$ cat src/rtl/irqv_pkg.sv
package irqv_pkg;
    localparam int VEC_W   = 8;
    localparam int CODE_W  = 4;
    localparam int HI_W    = VEC_W - 1 - CODE_W;
    localparam int MAX_SRC = 1 << CODE_W;
    localparam int MODE_BIT = 0;
    localparam logic [VEC_W-1:0] FLOAT_VEC = 8'hFF;

    typedef enum logic [1:0] {
        ST_IDLE    = 2'd0,
        ST_VEC_ACK = 2'd1,
        ST_PULSE   = 2'd2,
        ST_GAP     = 2'd3
    } irqv_state_e;

    function automatic logic [VEC_W-1:0] compose_vec(
        input logic [HI_W-1:0]   hi,
        input logic [CODE_W-1:0] code
    );
        return {hi, code, 1'b0};
    endfunction
endpackage

$ cat src/rtl/irqv_pending.sv
module irqv_pending #(
    parameter int N = 14
) (
    input  logic         clk_i,
    input  logic         rst_ni,
    input  logic [N-1:0] set_i,
    input  logic [N-1:0] clr_i,
    output logic [N-1:0] pend_o
);
    generate
        for (genvar g = 0; g < N; g++) begin : g_flag
            logic flag_q;
            always_ff @(posedge clk_i or negedge rst_ni) begin
                if (!rst_ni) begin
                    flag_q <= 1'b0;
                end else if (set_i[g]) begin
                    flag_q <= 1'b1;
                end else if (clr_i[g]) begin
                    flag_q <= 1'b0;
                end
            end
            assign pend_o[g] = flag_q;
        end
    endgenerate

    // at most one flag is cleared per acknowledge
    assert_clr_onehot_R5: assert property (@(posedge clk_i) disable iff (!rst_ni)
        $onehot0(clr_i));

    // a clear without a coincident set empties the flag
    assert_clear_takes_R5: assert property (@(posedge clk_i) disable iff (!rst_ni)
        ((clr_i & ~set_i) != '0) |=> ((pend_o & $past(clr_i & ~set_i)) == '0));

    // a strobe always leaves its flag pending
    assert_set_holds_R5: assert property (@(posedge clk_i) disable iff (!rst_ni)
        (set_i != '0) |=> ((pend_o & $past(set_i)) == $past(set_i)));
endmodule

$ cat src/rtl/irqv_prio_enc.sv
module irqv_prio_enc #(
    parameter int N  = 14,
    parameter int CW = 4
) (
    input  logic [N-1:0]  req_i,
    output logic          found_o,
    output logic [CW-1:0] code_o,
    output logic [N-1:0]  onehot_o
);
    always_comb begin
        found_o  = 1'b0;
        code_o   = '0;
        onehot_o = '0;
        for (int i = N - 1; i >= 0; i--) begin
            if (req_i[i]) begin
                found_o     = 1'b1;
                code_o      = CW'(i);
                onehot_o    = '0;
                onehot_o[i] = 1'b1;
            end
        end
    end
endmodule

$ cat src/rtl/irqv_pulse_timer.sv
module irqv_pulse_timer #(
    parameter int LEN = 32
) (
    input  logic clk_i,
    input  logic rst_ni,
    input  logic load_i,
    input  logic run_i,
    output logic last_o
);
    localparam int CW = (LEN > 1) ? $clog2(LEN) : 1;
    localparam logic [CW-1:0] LAST = CW'(LEN - 1);

    logic [CW-1:0] cnt_q;

    always_ff @(posedge clk_i or negedge rst_ni) begin
        if (!rst_ni) begin
            cnt_q <= '0;
        end else if (load_i) begin
            cnt_q <= '0;
        end else if (run_i && (cnt_q != LAST)) begin
            cnt_q <= cnt_q + 1'b1;
        end
    end

    assign last_o = (cnt_q == LAST);

    // the pulse counter never passes the programmed length
    assert_cnt_bound_R7: assert property (@(posedge clk_i) disable iff (!rst_ni)
        cnt_q <= LAST);
endmodule

$ cat src/rtl/irq_vector_gen.sv
module irq_vector_gen #(
    parameter int NUM_SRC   = 14,
    parameter int PULSE_LEN = 32
) (
    input  logic               clk_i,
    input  logic               rst_ni,
    input  logic [7:0]         ctrl_i,
    input  logic [NUM_SRC-1:0] src_req_i,
    input  logic               exp_req_i,
    input  logic               exp_vec_valid_i,
    input  logic [7:0]         exp_vec_i,
    input  logic               ack_i,
    output logic               irq_o,
    output logic               vec_valid_o,
    output logic [7:0]         vector_o
);
    import irqv_pkg::*;

    localparam int HI_LSB = VEC_W - HI_W;

    irqv_state_e          state_q, state_d;
    logic                 ack_q;
    logic                 ack_rise;
    logic                 vect_mode;
    logic [NUM_SRC-1:0]   pend;
    logic [NUM_SRC-1:0]   win_onehot;
    logic [NUM_SRC-1:0]   clr;
    logic                 found;
    logic [CODE_W-1:0]    win_code;
    logic                 any_req;
    logic                 take_vec;
    logic                 start_pulse;
    logic                 pulse_last;
    logic [VEC_W-1:0]     vec_q;
    logic                 lat_internal_q;

    irqv_pending #(.N(NUM_SRC)) u_pending (
        .clk_i  (clk_i),
        .rst_ni (rst_ni),
        .set_i  (src_req_i),
        .clr_i  (clr),
        .pend_o (pend)
    );

    irqv_prio_enc #(.N(NUM_SRC), .CW(CODE_W)) u_enc (
        .req_i    (pend),
        .found_o  (found),
        .code_o   (win_code),
        .onehot_o (win_onehot)
    );

    irqv_pulse_timer #(.LEN(PULSE_LEN)) u_timer (
        .clk_i  (clk_i),
        .rst_ni (rst_ni),
        .load_i (start_pulse),
        .run_i  (state_q == ST_PULSE),
        .last_o (pulse_last)
    );

    assign ack_rise    = ack_i & ~ack_q;
    assign vect_mode   = ctrl_i[MODE_BIT];
    assign any_req     = found | exp_req_i;
    assign take_vec    = (state_q == ST_IDLE) && vect_mode && ack_rise;
    assign start_pulse = (state_q == ST_IDLE) && !vect_mode && any_req;
    assign clr         = ((take_vec || start_pulse) && found) ? win_onehot : '0;

    // state register
    always_ff @(posedge clk_i or negedge rst_ni) begin
        if (!rst_ni) begin
            state_q <= ST_IDLE;
        end else begin
            state_q <= state_d;
        end
    end

    // next state
    always_comb begin
        state_d = state_q;
        unique case (state_q)
            ST_IDLE: begin
                if (take_vec) begin
                    state_d = ST_VEC_ACK;
                end else if (start_pulse) begin
                    state_d = ST_PULSE;
                end
            end
            ST_VEC_ACK: begin
                if (!ack_i) begin
                    state_d = ST_IDLE;
                end
            end
            ST_PULSE: begin
                if (pulse_last) begin
                    state_d = ST_GAP;
                end
            end
            ST_GAP: begin
                state_d = ST_IDLE;
            end
        endcase
    end

    // acknowledge edge detector and vector latch
    always_ff @(posedge clk_i or negedge rst_ni) begin
        if (!rst_ni) begin
            ack_q          <= 1'b0;
            vec_q          <= '0;
            lat_internal_q <= 1'b0;
        end else begin
            ack_q <= ack_i;
            if (take_vec) begin
                lat_internal_q <= found;
                if (found) begin
                    vec_q <= compose_vec(ctrl_i[VEC_W-1:HI_LSB], win_code);
                end else if (exp_req_i && exp_vec_valid_i) begin
                    vec_q <= exp_vec_i;
                end else begin
                    vec_q <= FLOAT_VEC;
                end
            end
        end
    end

    // outputs
    always_comb begin
        irq_o       = 1'b0;
        vec_valid_o = 1'b0;
        vector_o    = '0;
        unique case (state_q)
            ST_IDLE:    irq_o = vect_mode && any_req;
            ST_VEC_ACK: begin
                vec_valid_o = 1'b1;
                vector_o    = vec_q;
            end
            ST_PULSE:   irq_o = 1'b1;
            ST_GAP:     irq_o = 1'b0;
        endcase
    end

    // a held acknowledge keeps the vector frozen and driven
    assert_vec_stable_R4: assert property (@(posedge clk_i) disable iff (!rst_ni)
        (vec_valid_o && ack_i) |=> (vec_valid_o && $stable(vector_o)));

    // an internally sourced vector has bit 0 clear
    assert_vec_lsb_R1: assert property (@(posedge clk_i) disable iff (!rst_ni)
        (vec_valid_o && lat_internal_q) |-> (vector_o[0] == 1'b0));

    // a vector is only driven after an acknowledge in vectored mode
    assert_vec_needs_mode_R7: assert property (@(posedge clk_i) disable iff (!rst_ni)
        $rose(vec_valid_o) |-> ($past(ack_i) && $past(ctrl_i[MODE_BIT])));
endmodule

$ cat config.mk
export PLATFORM = sky130hd
export DESIGN_NAME = irq_vector_gen
export DESIGN_NICKNAME = d
export VERILOG_FILES = /design/src/rtl/irqv_pkg.sv /design/src/rtl/irqv_pending.sv /design/src/rtl/irqv_prio_enc.sv /design/src/rtl/irqv_pulse_timer.sv /design/src/rtl/irq_vector_gen.sv
export SDC_FILE = /design/constraint.sdc
export NUM_CORES = 1
export LEC_CHECK = 0
export BUFFER_PORTS_ARGS = -buffer_cell sky130_fd_sc_hd__buf_2
export CORE_AREA = 2 2 80 59
export CTS_CLUSTER_DIAMETER = 40
export DETAILED_ROUTE_END_ITERATION = 6
export DIE_AREA = 0 0 82 61
export PLACE_DENSITY = 0.67
export SETUP_SLACK_MARGIN = 0.05
export SKIP_LAST_GASP = 1
export SLEW_MARGIN = 20
export SYNTH_ARGS = -nofsm -noshare
export SYNTH_HDL_FRONTEND = slang
export SYNTH_HIERARCHICAL = 1
export SYNTH_SLANG_ARGS = --single-unit
$ cat constraint.sdc
create_clock -name clk_i -period 2.7 [get_ports clk_i]
set_clock_uncertainty 0.2 [all_clocks]
set_input_delay 0.27 -clock clk_i [delete_from_list [all_inputs] [get_ports clk_i]]
set_output_delay 0.27 -clock clk_i [all_outputs]
set_load 0.005 [all_outputs]
==> results.py, run 1 <==
metrics = {
    "timing": {
        "setup_ws_ns": 0.215,
        "tns_ns": 0,
        "whs_ns": 0.0777,
        "period_share_pct": 92.0,
        "hold_viol": 0,
        "layout_min_cycle_time_ns": 2.48,
        "rsz0062_at_grt": "false",
        "slew_headroom_pct": 54.5,
        "setup-violations-final": 0,
        "drv_slew": 0,
        "fmax_ghz": 0.402,
        "worst_pin_slew_ns": 0.683,
    },
    "power_and_ir_drop": {
        "power_mw": 1.27,
        "ir_worst_vdd_mv": 0.277,
        "swShare_pct": 28.7,
        "pwr-share-comb_pct": 22.7,
        "power_frac_clock_pct": 29.0,
        "p_leak_nw": 1.06,
        "power.density_nw_per_um2": 559,
        "seqPwrFrac_pct": 48.3,
        "power.switching_mw": 0.365,
        "power.internal_mw": 0.907,
    },
    "detailed_routing": {
        "wirelength_mm": 3.66,
        "route.detailed.drc": 0,
        "wl_per_cell_um": 12.1,
        "vias": 1437,
        "ant_nets": 0,
        "drtIter0Drc": 68,
        "vias_per_cell": 4.77,
        "firstDrtPassIters": 4,
    },
    "logic_synthesis": {
        "synthSimpleGateAreaFrac_pct": 23.2,
        "synth_cells": 196,
        "synth_area_leaders": "dfrtp_1 (41%), and2_1 (7.8%), buf_4 (6.1%)",
        "syn_avg_cell_area_um2": 9.39,
        "synth_xor_area_share_pct": 0.952,
        "synth_flop_cell": "dfrtp_1",
        "muxShareOfSynthArea_pct": 5.71,
        "yosysTopAreaCell": "dfrtp_1",
        "ys_seq_area_share_pct": 40.8,
        "synth_edf_count": 0,
        "synth_compound_area_share_pct": 15.0,
        "yosys.area_share.adder_pct": 1.36,
        "syn_area_um2": 1840,
        "synth.top_cells.by_count": "dfrtp_1 (30), inv_1 (26), and2_1 (23)",
        "synth_top_family_by_area": "simple AND/OR/NAND/NOR gates",
        "synth_warnings": 6,
        "yosysTopAreaCellShare_pct": 40.8,
        "synthDistinctLibCells": 42,
        "yosysMostFrequentCell": "dfrtp_1",
        "synth_nets": 233,
        "async_flop_share_pct": 100,
        "postSynthRegisterBits": 30,
    },
    "layout": {
        "stdcell_count": 301,
        "antenna_cells": 0,
        "postLayoutCellArea_um2": 2270,
        "drive_gt1_share_pct": 24.0,
        "final_nets": 282,
        "utilization_pct": 54.1,
        "syn_to_final_growth_pct": 23.6,
    },
    "clock_network": {
        "h-tree-depth": 2,
        "cts_sinks": 30,
        "clk_latency_ns": 0.28,
        "cts_setup_buffers": 0,
        "ctsLongestPathBuffers": 2,
        "cts_tree": "yes",
        "ctsRootBufferMaster": "clkbuf_8",
        "cts_made_buffers": 5,
        "path_clk_slew_ns": 0.07,
    },
    "worst_setup_path": {
        "cp_data_arrival_time_ns": 2.01,
        "critPathMaxFanout": 6,
        "setup.worst_path.start_class": "register",
        "crit_path_start": "u_pending/g_flag[3].flag_q$_DFFE_PN0P_",
        "r2r-start": "u_pending/g_flag[3].flag_q$_DFFE_PN0P_",
        "end_kind": "primary output",
        "path_class": "reg2out",
        "required_ns": 2.23,
        "crit_path_cell_trace": "or4_4 -> nor2b_4 -> nand3_1 -> o21ai_1 -> a21oi_1 -> buf_2",
        "critPathSlowestCell": "or4_4",
        "critPathMaxStageDelay_ns": 0.61,
    },
    "floorplanning": {
        "design.core.area_um2": 4200,
        "start_util_pct": 43.8,
        "ioPinCount": 45,
        "die_h_um": 61,
        "design.die.area_um2": 5000,
        "die_x_um": 82,
        "rows": 20,
    },
    "hold_path": {
        "min-delay-path-class": "in2reg",
        "hp-start": "exp_vec_i[2]",
    },
    "grt": {
        "overflow": 0,
        "antenna_found_initial": 0,
        "grt_pass1_vias": 1307,
        "grt_usage_pct": 16.6,
        "grt_max_degree": 31,
        "grt_pass1_wl_mm": 6.08,
    },
    "run": {
        "maxCapViolations": 0,
    },
    "placement": {
        "placed_area_um2": 2010,
        "portBuffers": 40,
        "dpl_worst_slack_ns": 0.216,
        "gp_congestion": 0.755,
        "dp_hpwl_mm": 2.61,
        "dp.cells": 277,
    },
    "outcome": {
        "status": "finished, final reports clean",
    },
}
## metal layers
| metal | vias up | track usage, % | wire length (um) |
|---|---|---|---|
| li1 | 748 | - | - |
| met1 | 644 | 23.3 | 1930 |
| met2 | 43 | 23.2 | 1440 |
| met3 | 2 | 6.25 | 256 |
| met4 | 0 | 6.43 | 29 |
| met5 | - | 0 | 0 |
## flip-flops by register name, summed over array words and instances, names as in the netlist
signal                   count
ack_q                        1
state_q                      2
u_pending/g_flag.flag_q     14
u_timer/cnt_q                5
vec_q                        8
## power by group through the flow
stage	sequential, mW	combinational (mW)	clock, mW
floorplan	0.609	0.201	0
global placement	0.620	0.262	0
finish	0.615	0.289	0.369
CTS	0.615	0.293	0.380
global route	0.630	0.336	0.406
detailed placement	0.622	0.273	0
## worst paths after layout
| kind | endpoint | slack (ns) | cells past startpoint |
|---|---|---|---|
| hold reg to reg | vec_q[0]$_DFFE_PN0P_ | 0.31 | 1 |
| setup / recovery | irq_o | 0.22 | 6 |
| hold / removal | vec_q[2]$_DFFE_PN0P_ | 0.08 | 3 |
| max in group asynchronous | ack_q$_DFF_PN0_ | 1.49 | 2 |
| min in group asynchronous | u_pending/g_flag[13].flag_q$_DFFE_PN0P_ | 0.37 | 2 |
| setup reg to reg | vec_q[7]$_DFFE_PN0P_ | 0.30 | 6 |
## cells in the final DEF, fill, tap and decap left out, drive strengths merged, types with 2 or more instances in the layout
| cell | instances |
|---|---|
| a21oi | 5 |
| a21o | 14 |
| nand3b | 2 |
| dfrtp | 30 |
| o22ai | 7 |
| nor3b | 2 |
| inv | 26 |
| nand3 | 2 |
| nor3 | 4 |
| mux2i | 9 |
| o21ai | 4 |
| nand2b | 5 |
| and2 | 23 |
| dlygate4sd3 | 16 |
| xor2 | 2 |
| nor2 | 9 |
| nor4 | 4 |
| and3 | 4 |
| nor2b | 6 |
| ha | 2 |
| buf | 46 |
| clkbuf | 7 |
| a2111oi | 2 |
## repair_timing
action	in CTS	in global routing
hold endpoints to repair	45	0
gates resized for setup	0	3
hold buffers	16	0
endpoints found under the setup margin	0	4
## area by class of cell
type / instances / area (um2)
Multi-Input combinational cell: 120 / 861
Inverter: 26 / 97.6
Timing Repair Buffer: 62 / 405
Fill cell: 392 / 1930
Clock inverter: 1 / 5.00
Clock buffer: 7 / 86.3
Tap cell: 55 / 68.8
Sequential cell: 30 / 751
## logic make-up (layout without fill, tap and decap cells)
family,Yosys count,count (layout)
buf+inv,46,96
simple gates,68,68
compound gates,38,38
fa+ha+maj,2,2
flops,30,30
xor+xnor,2,2
mux,10,10
## critical path, delay by kind of cell (launching register included)
kind | cells | cell delay (ns)
buffers and inverters | 1 | 0.13
AND/OR/NAND/NOR | 3 | 0.91
flip-flops | 1 | 0.43
AO/OA/AOI/OAI | 2 | 0.26
Power figures use the tool's default switching activity.
==> run 2, diff against run 1 <==
--- a/config.mk
+++ b/config.mk
@@ -11,6 +11,7 @@
 export DETAILED_ROUTE_END_ITERATION = 6
 export DIE_AREA = 0 0 82 61
 export PLACE_DENSITY = 0.67
+export REMOVE_ABC_BUFFERS = 1
 export SETUP_SLACK_MARGIN = 0.05
 export SKIP_LAST_GASP = 1
 export SLEW_MARGIN = 20
==> run 2 against run 1 <==
  * Global-route usage down 0.83 points
  * Non-clock buffer count unchanged
  * Sequential power increased by 1%
  * Critical endpoint unchanged
  * Routed wire length grew 1.2%
  * Highest routed layer unchanged
  * Cell count shrank 0.33%
  * Power is 2.6% lower
  * Clock power is 8.7% lower
  * Final area decreased by 1.1%
  * Sequential cell count is the same
  * Critical path depth did not move
==> results.py, run 2 (same netlist as run 1, synthesis figures left out) <==
metrics = {
    "outcome": {
        "status": "finished, final reports clean",
    },
    "worst_setup_path": {
        "crit_path_cell_trace": "or4_1 -> nor2b_4 -> nand3_1 -> o21ai_0 -> a21oi_1 -> buf_2",
        "path_buf_inv": 1,
        "critPathMaxFanout": 6,
        "path_class": "reg2out",
        "setup.worst_path.start_class": "register",
        "cp_data_arrival_time_ns": 2.06,
        "crit_path_start": "u_pending/g_flag[3].flag_q$_DFFE_PN0P_",
        "required_ns": 2.23,
        "r2r-start": "u_pending/g_flag[3].flag_q$_DFFE_PN0P_",
        "critPathSlowestCell": "or4_1",
        "cp_top_family": "simple AND/OR/NAND/NOR gates",
        "end_kind": "primary output",
        "critPathMaxStageDelay_ns": 0.61,
    },
    "power_and_ir_drop": {
        "seqPwrFrac_pct": 50.3,
        "swShare_pct": 29.3,
        "p_leak_nw": 1.04,
        "power.internal_mw": 0.876,
        "pwr-share-comb_pct": 22.5,
        "power_mw": 1.24,
        "ir_worst_vdd_mv": 0.286,
        "power.switching_mw": 0.363,
        "power_frac_clock_pct": 27.2,
        "power.density_nw_per_um2": 551,
    },
    "layout": {
        "regMostFlops": "u_pending/g_flag.flag_q",
        "antenna_cells": 0,
        "stdcell_count": 300,
        "top_regs": "u_pending/g_flag.flag_q x14, vec_q x8, u_timer/cnt_q x5",
        "syn_to_final_growth_pct": 22.2,
        "fillers": 421,
        "regArea_um2": 751,
        "drive_gt1_share_pct": 22.4,
        "postLayoutCellArea_um2": 2250,
        "final_cell_mix": "buf_2 (40), dfrtp_1 (30), inv_1 (26)",
        "final_common_cell": "buf_2",
        "multiInputGateArea_um2": 851,
        "utilization_pct": 53.5,
        "largest_reg_flops": 14,
        "final_nets": 282,
    },
    "placement": {
        "gp_congestion": 0.752,
        "dp_hpwl_mm": 2.58,
        "dpl_worst_slack_ns": 0.332,
        "placed_area_um2": 2010,
        "portBuffers": 40,
        "dp.cells": 277,
    },
    "timing": {
        "slew_headroom_pct": 49.0,
        "setup-violations-final": 0,
        "setup_ws_ns": 0.173,
        "rsz0062_at_grt": "false",
        "fmax_ghz": 0.396,
        "tns_ns": 0,
        "whs_ns": 0.0812,
        "drv_slew": 0,
        "worst_pin_slew_ns": 0.745,
        "layout_min_cycle_time_ns": 2.53,
        "period_share_pct": 93.6,
        "hold_viol": 0,
    },
    "floorplanning": {
        "design.die.area_um2": 5000,
        "die_h_um": 61,
        "ioPinCount": 45,
        "start_util_pct": 43.8,
        "die_x_um": 82,
        "rows": 20,
        "design.core.area_um2": 4200,
    },
    "hold_path": {
        "hp-start": "exp_vec_i[4]",
        "min-delay-path-class": "in2reg",
    },
    "detailed_routing": {
        "ant_nets": 0,
        "vias_per_cell": 4.78,
        "drtIter0Drc": 45,
        "vias": 1435,
        "wl_per_cell_um": 12.3,
        "wirelength_mm": 3.70,
        "route.detailed.drc": 0,
        "firstDrtPassIters": 6,
    },
    "clock_network": {
        "postCtsResizedCells": 0,
        "ctsRootBufferMaster": "clkbuf_8",
        "cts_made_buffers": 5,
        "path_clk_slew_ns": 0.06,
        "cts_sinks": 30,
        "cts_tree": "yes",
        "ctsLongestPathBuffers": 2,
        "h-tree-depth": 2,
        "clk_latency_ns": 0.28,
    },
    "run": {
        "maxCapViolations": 0,
    },
    "grt": {
        "overflow": 0,
        "grt_usage_pct": 15.8,
        "grt_max_degree": 31,
        "antenna_found_initial": 0,
        "grt_pass1_vias": 1295,
        "grt_pass1_wl_mm": 5.93,
    },
}
## run 2: cell type report
| class | count | share of cell area [%] |
|---|---|---|
| multi-input combinational | 120 | 37.8 |
| sequential | 30 | 33.4 |
| timing repair buffer | 62 | 18.0 |
| inverter | 26 | 4.34 |
| clock buffer | 7 | 3.39 |
| tap | 55 | 3.06 |
## run 2: per-layer routing
metal	vias to the layer above	part of all wire, %	GRT usage [%]
li1	743	-	-
met1	648	51	21.7
met2	39	41	23.7
met3	5	5.9	4.46
met4	0	1.2	6.43
met5	-	0	0
## run 2: worst paths after layout
kind / to / slack (ns) / depth (start not counted)
worst max-delay path: irq_o / 0.17 / 6
worst max register to register: vec_q[5]$_DFFE_PN0P_ / 0.34 / 6
worst min register to register: vec_q[0]$_DFFE_PN0P_ / 0.31 / 1
worst min-delay path: vec_q[4]$_DFFE_PN0P_ / 0.08 / 3
max in group asynchronous: vec_q[5]$_DFFE_PN0P_ / 1.48 / 2
min in group asynchronous: u_timer/cnt_q[3]$_DFFE_PN0P_ / 0.37 / 2
## run 2: repair_timing
item | 4_1_cts | 5_1_grt
hold endpoints to repair | 45 | 0
hold buffers | 16 | 0
setup buffers | 0 | 0
## run 2: power groups by stage
stage,clock [mW],sequential (mW),combinational (mW)
floorplan,0,0.611,0.188
global placement,0,0.624,0.254
detailed placement,0,0.628,0.265
CTS,0.344,0.621,0.283
global route,0.359,0.637,0.329
finish,0.337,0.623,0.279
## run 2: worst reg2reg max path, cell delays in order, from the launching register on
cell and delay, ns:
dfrtp_1 0.42, or4_1 0.61, nor2b_4 0.14, nand3_1 0.17, nand3b_1 0.36, o22ai_1 0.22, mux2i_1 0.09
